===== src/rtl/arb_pkg.sv =====
// Shared definitions for the multi-scheme bus arbiter.
package arb_pkg;

    // Arbitration scheme selected by the static mode input.
    typedef enum logic [1:0] {
        ARB_CHAIN = 2'd0,
        ARB_POLL  = 2'd1,
        ARB_PAR   = 2'd2,
        ARB_NONE  = 2'd3
    } arb_mode_e;

endpackage


===== src/rtl/arb_chain.sv =====
// Serial grant chain.
// What it does: the requests are ORed into one common line. The grant token
// enters at master 0 and ripples upward until a requesting master takes it.
// Assumes: the caller gates 'enable' with "bus free and chained mode".
module arb_chain #(
    parameter int N = 5
) (
    input  logic         enable,
    input  logic [N-1:0] req,
    output logic [N-1:0] win
);

    logic         common_req;
    logic [N-1:0] token;

    // The shared request line seen by the controller.
    assign common_req = |req;
    assign token[0]   = enable & common_req;

    genvar gi;
    generate
        for (gi = 0; gi < N; gi++) begin : g_link
            // A stage keeps the token if its master is requesting.
            assign win[gi] = token[gi] & req[gi];
            if (gi < N - 1) begin : g_pass
                // Otherwise it passes the token on to the next stage.
                assign token[gi+1] = token[gi] & ~req[gi];
            end
        end
    endgenerate

endmodule


===== src/rtl/arb_fixed_prio.sv =====
// Parallel fixed-priority decoder.
// What it does: it selects the lowest-index active request.
// Assumes: the caller gates 'enable' with "bus free and parallel mode".
module arb_fixed_prio #(
    parameter int N = 5
) (
    input  logic         enable,
    input  logic [N-1:0] req,
    output logic [N-1:0] win
);

    // Scan from the top index down, so the lowest active index is the last one written.
    always_comb begin
        win = '0;
        if (enable) begin
            for (int i = N - 1; i >= 0; i--) begin
                if (req[i]) begin
                    win    = '0;
                    win[i] = 1'b1;
                end
            end
        end
    end

endmodule


===== src/rtl/arb_poll_ctrl.sv =====
// Poll address generator.
// What it does: it drives an address code on every clock while scanning. The
// code advances and wraps when the polled master is idle, and it reports a hit
// when the polled master is requesting.
// Assumes: 'park' and 'scan_en' are never high together.
module arb_poll_ctrl #(
    parameter int N  = 5,
    parameter int AW = 3
) (
    input  logic          clk,
    input  logic          rst_n,
    input  logic          scan_en,
    input  logic          park,
    input  logic [N-1:0]  req,
    output logic [AW-1:0] addr,
    output logic [N-1:0]  win
);

    localparam logic [AW-1:0] LAST = AW'(N - 1);

    logic          hit;
    logic [AW-1:0] addr_step;

    // The polled master answers if its request is high.
    assign hit       = scan_en & req[addr];
    assign addr_step = (addr == LAST) ? '0 : addr + 1'b1;

    // Address register: reset or park to 0, advance on a miss, hold otherwise.
    always_ff @(posedge clk) begin
        if (!rst_n) begin
            addr <= '0;
        end else if (park) begin
            addr <= '0;
        end else if (scan_en && !req[addr]) begin
            addr <= addr_step;
        end
    end

    genvar gi;
    generate
        for (gi = 0; gi < N; gi++) begin : g_dec
            // Decode the hit onto the matching master.
            assign win[gi] = hit & (addr == AW'(gi));
        end
    endgenerate

    p_poll_step_r6: assert property (@(posedge clk) disable iff (!rst_n)
        (scan_en && !park && !req[addr]) |=>
            (addr == (($past(addr) == LAST) ? '0 : $past(addr) + 1'b1)));

    p_poll_range_r6: assert property (@(posedge clk) disable iff (!rst_n)
        addr <= LAST);

    p_poll_hold_r7: assert property (@(posedge clk) disable iff (!rst_n)
        (!scan_en && !park) |=> $stable(addr));

endmodule


===== src/rtl/arb_multi_scheme.sv =====
// Centralized bus arbiter with three selectable schemes.
// What it does: it registers a one-hot grant chosen by the chained, polled or
// parallel scheme. The grant is issued only while the bus is free, and it is
// held until the owner raises and then drops the shared busy line.
// Assumes: mode_sel changes only while the bus is idle, and the owner raises
// busy_in after it is granted.
module arb_multi_scheme
    import arb_pkg::*;
#(
    parameter int N = 5,
    parameter int AW = (N > 1) ? $clog2(N) : 1
) (
    input  logic          clk,
    input  logic          rst_n,
    input  logic [1:0]    mode_sel,
    input  logic [N-1:0]  req,
    input  logic          busy_in,
    output logic [N-1:0]  gnt,
    output logic [AW-1:0] poll_addr
);

    arb_mode_e    mode;
    logic [N-1:0] gnt_q;
    logic         seen_q;
    logic         bus_free;
    logic         release_now;
    logic [N-1:0] win_chain, win_poll, win_par, cand;

    assign mode = arb_mode_e'(mode_sel);

    // The bus is free when no grant is held and nobody drives busy.
    assign bus_free    = (gnt_q == '0) && !busy_in;
    // The owner has finished: busy was seen high and is now low.
    assign release_now = (gnt_q != '0) && seen_q && !busy_in;

    arb_chain #(.N(N)) u_chain (
        .enable (bus_free && (mode == ARB_CHAIN)),
        .req    (req),
        .win    (win_chain)
    );

    arb_poll_ctrl #(.N(N), .AW(AW)) u_poll (
        .clk     (clk),
        .rst_n   (rst_n),
        .scan_en (bus_free && (mode == ARB_POLL)),
        .park    ((mode != ARB_POLL) || release_now),
        .req     (req),
        .addr    (poll_addr),
        .win     (win_poll)
    );

    arb_fixed_prio #(.N(N)) u_par (
        .enable (bus_free && (mode == ARB_PAR)),
        .req    (req),
        .win    (win_par)
    );

    // Take the candidate produced by the selected scheme.
    always_comb begin
        unique case (mode)
            ARB_CHAIN: cand = win_chain;
            ARB_POLL:  cand = win_poll;
            ARB_PAR:   cand = win_par;
            default:   cand = '0;
        endcase
    end

    // Grant register: issue when free, track busy, release after busy falls.
    always_ff @(posedge clk) begin
        if (!rst_n) begin
            gnt_q  <= '0;
            seen_q <= 1'b0;
        end else if (gnt_q != '0) begin
            if (busy_in) begin
                seen_q <= 1'b1;
            end else if (seen_q) begin
                gnt_q  <= '0;
                seen_q <= 1'b0;
            end
        end else if (bus_free) begin
            gnt_q <= cand;
        end
    end

    assign gnt = gnt_q;

    p_gnt_onehot_r2: assert property (@(posedge clk) disable iff (!rst_n)
        $onehot0(gnt_q));

    p_no_grant_busy_r3: assert property (@(posedge clk) disable iff (!rst_n)
        (gnt_q == '0 && busy_in) |=> (gnt_q == '0));

    p_no_switch_r3: assert property (@(posedge clk) disable iff (!rst_n)
        (gnt_q != '0) |=> (gnt_q == '0 || gnt_q == $past(gnt_q)));

    p_hold_busy_r4: assert property (@(posedge clk) disable iff (!rst_n)
        (gnt_q != '0 && busy_in) |=> $stable(gnt_q));

    p_release_r4: assert property (@(posedge clk) disable iff (!rst_n)
        (gnt_q != '0 && $fell(busy_in)) |=> (gnt_q == '0));

    p_chain_pick_r5: assert property (@(posedge clk) disable iff (!rst_n)
        (bus_free && mode == ARB_CHAIN && req != '0) |=>
            (gnt_q == ($past(req) & (~$past(req) + 1'b1))));

    p_poll_park_r8: assert property (@(posedge clk) disable iff (!rst_n)
        release_now |=> (poll_addr == '0));

    p_par_pick_r9: assert property (@(posedge clk) disable iff (!rst_n)
        (bus_free && mode == ARB_PAR && req != '0) |=>
            (gnt_q == ($past(req) & (~$past(req) + 1'b1))));

    p_none_idle_r10: assert property (@(posedge clk) disable iff (!rst_n)
        (gnt_q == '0 && mode == ARB_NONE) |=> (gnt_q == '0));

    p_latency_r11: assert property (@(posedge clk) disable iff (!rst_n)
        (bus_free && (mode == ARB_PAR || mode == ARB_CHAIN) && req != '0) |=>
            (gnt_q != '0));

endmodule


===== config.mk =====
export PLATFORM = sky130hd
export DESIGN_NAME = arb_multi_scheme
export DESIGN_NICKNAME = d
export VERILOG_FILES = /design/src/rtl/arb_pkg.sv /design/src/rtl/arb_chain.sv /design/src/rtl/arb_fixed_prio.sv /design/src/rtl/arb_poll_ctrl.sv /design/src/rtl/arb_multi_scheme.sv
export SDC_FILE = /design/constraint.sdc
export NUM_CORES = 1
export LEC_CHECK = 0
export CORE_MARGIN = 3
export CORE_UTILIZATION = 30
export DETAILED_ROUTE_END_ITERATION = 8
export PLACE_DENSITY_LB_ADDON = 0.25
export SLEW_MARGIN = 20
export SYNTH_ARGS = -nofsm -noshare
export SYNTH_HDL_FRONTEND = slang
export SYNTH_HIERARCHICAL = 1
export SYNTH_SLANG_ARGS = --single-unit

===== constraint.sdc =====
create_clock -name clk -period 2.8 [get_ports clk]
set_input_delay 0.28 -clock clk [delete_from_list [all_inputs] [get_ports clk]]
set_output_delay 0.28 -clock clk [all_outputs]
set_load 0.005 [all_outputs]

==> metrics.cfg <==
[clocking]
root_buffer = clkbuf_4
htree_levels = 1
cts_setup_buffers = 0
cts_tree = built
clock_latency_ns = 0.26
cts_sinks = 9
clk_pin_slew_worst_paths_ns = 0.07
cts_resized = 0
cts_buffer_depth = 2
postCtsHoldBufs = 0
numCtsBuffers = 3

[detailed_routing]
drt_iter0_markers = 30
drt_wl_total_mm = 1.99
first_pass_iters = 4
wire_per_inst_um = 13.9
drcViolationCount = 0
vias_per_cell = 5.34
ant_nets = 0
vias = 764

[grt]
grt_overflow = 0
grt_max_degree = 11
grt_pass1_vias = 737
grt_use_total_pct = 12.8
antenna_found_initial = 0
grt_pass1_wl_mm = 3.42

[sta]
slew_viol_final = 0
finalCriticalPeriod_ns = 2.35
relSlewSlack_pct = 73.7
fin_ws_ns = 0.452
hold_ws_ns = 0.537
hold_viol = 0
setup_viol = 0
max_freq_mhz = 426
skew_ns = 0.00882
fin_tns_setup_ns = 0
tightest_slew_ns = 0.394
min_period_over_period_pct = 83.8
grt_setup_unrepaired = false

[power_and_ir_drop]
power.density_nw_per_um2 = 271
cellInternalPower_mw = 0.214
p_comb_share_pct = 20.1
p_sw_mw = 0.0760
vdd_drop_max_v = 0.000170
p_total_mw = 0.290
share_seq_of_total_power_pct = 44.7
pwr-share-clk_pct = 35.2
p_leak_nw = 0.406
p_sw_share_pct = 26.2

[synth]
postSynthAreaPerCell_um2 = 9.08
syn_nets = 107
ys_ff_latch = 9
synth_cell_types = 34
syn-cell-area_um2 = 836
ys_seq_area_share_pct = 21.6
ys_warn_count = 6
syn_inst = 92

[floorplan]
rows = 18
dieArea_um2 = 3460
core_area_um2 = 2570
fp.dieH_um = 58.8
ios = 18
initial_core_util_pct = 32.6
dieWidth_um = 58.8

[job]
maxCapViolations = 0

[critical_path]
arrival_ns = 2.54
required_ns = 3.00
cp-start-kind = flop
r2r_cells = 6
cp-end-kind = flop
crit_fanout = 5
path_class = flop to flop

[finish]
antenna_cells = 0
final_cells = 143
area_growth_syn_to_layout_pct = 28.0
post-route-cell-area_um2 = 1070
final_util_pct = 41.7
drive_gt1_share_pct = 22.1
finalNetCount = 129

[placed_design]
portBuffers = 17
gp_congestion = 0.751
dp_slack_ns = 0.459
placed_area_um2 = 1040
dp.cells = 139
place_hpwl_mm = 1.58

[hold_path]
holdPathStages = 1
min_path_type = flop to flop

[status]
status = complete, no violations

==> path summary, 6_finish.rpt <==
check / to / start / slack (ns)
setup reg to reg: u_poll/addr[1]$_SDFFE_PP0P_ / gnt[4]$_SDFFE_PN0P_ / 0.45
setup / recovery: u_poll/addr[1]$_SDFFE_PP0P_ / gnt[4]$_SDFFE_PN0P_ / 0.45
hold / removal: gnt[4]$_SDFFE_PN0P_ / gnt[4]$_SDFFE_PN0P_ / 0.54
hold reg to reg: gnt[4]$_SDFFE_PN0P_ / gnt[4]$_SDFFE_PN0P_ / 0.54
==> kinds of logic (layout without fill, tap and decap cells) <==
| group | Yosys count | after routing | share of synthesized area [%] |
|---|---|---|---|
| flops | 9 | 9 | 21.6 |
| fa+ha+maj | 5 | 5 | 7.49 |
| mux | 7 | 7 | 8.38 |
| buf+inv | 6 | 27 | 3.59 |
| compound gates | 22 | 22 | 20.2 |
| simple gates | 43 | 43 | 38.8 |
==> area by class of cell <==
class                      count  area, um^2
timing repair buffer          19         185
inverter                       4        15.0
fill                         279        1500
sequential                     9         180
multi-input combinational     77         626
clock buffer                   4        26.3
tap                           30        37.5
==> Yosys cell counts <==
master / number / area share (%)
dfxtp_1: 9 / 22
mux2i_1: 7 / 8.4
and3_2: 5 / 4.5
ha_1: 5 / 7.5
o2bb2ai_1: 5 / 5.2
a21oi_1: 4 / 2.4
a22o_1: 4 / 4.2
inv_1: 4 / 1.8
nor2_1: 4 / 1.8
nor2b_1: 4 / 3.0
o21ai_0: 4 / 2.4
and2_1: 3 / 2.2
and4b_1: 3 / 3.6
nand2_1: 3 / 1.3
nand2b_1: 3 / 2.2
or4_1: 3 / 2.7
a21bo_2: 2 / 2.4
and2_2: 2 / 1.8
and3b_2: 2 / 2.4
buf_4: 2 / 1.8
a21boi_1: 1 / 0.90
a22o_2: 1 / 1.2
and3_1: 1 / 0.75
nor2_2: 1 / 0.75
nor2b_4: 1 / 1.6
nor3_1: 1 / 0.60
nor3b_1: 1 / 0.90
nor3b_2: 1 / 1.5
nor4_4: 1 / 2.5
o22ai_2: 1 / 1.5
or2_2: 1 / 0.75
or3_4: 1 / 1.3
or3b_1: 1 / 1.0
or4_4: 1 / 1.3
==> power by group through the flow <==
stage                     Sequential, mW  Combinational (mW)  Clock, mW
final                              0.130              0.0582      0.102
after detailed placement           0.133              0.0579          0
after global routing               0.130              0.0634      0.114
after global placement             0.132              0.0579          0
after CTS                          0.130              0.0583      0.106
after floorplan                    0.132              0.0328          0
==> worst max-delay path, stage by stage, from the launching register on <==
cell	delay, ns
dfxtp_1	0.33
or4_4	0.58
or3_4	0.37
nor2b_1	0.18
a21bo_2	0.27
or4_1	0.41
a21oi_1	0.16
==> layout by cell type, fill, tap and decap left out, types with 2 or more instances in the layout <==
master           instances
a21bo_2                  2
a21oi_1                  4
a22o_1                   4
and2_1                   3
and2_2                   2
and3_2                   5
and3b_2                  2
and4b_1                  3
buf_4                    2
clkbuf_4                 3
clkdlybuf4s50_1         17
dfxtp_1                  9
ha_1                     5
inv_1                    4
mux2i_1                  7
nand2_1                  3
nand2b_1                 3
nor2_1                   4
nor2b_1                  4
o21ai_0                  4
o2bb2ai_1                5
or4_1                    3
==> layer usage <==
layer	global-route usage, %	part of all wire (%)	vias up
met5	0	0	-
met3	3.29	4.0	2
li1	-	-	387
met1	16.7	49	363
met4	4.85	0.65	0
met2	20.2	46	12
==> flip-flops by register name, indices dropped and copies added, names as in the netlist <==
name         cells
gnt              5
u_poll/addr      3
seen_q           1
Note: power is estimated with default switching activity, not from simulation.
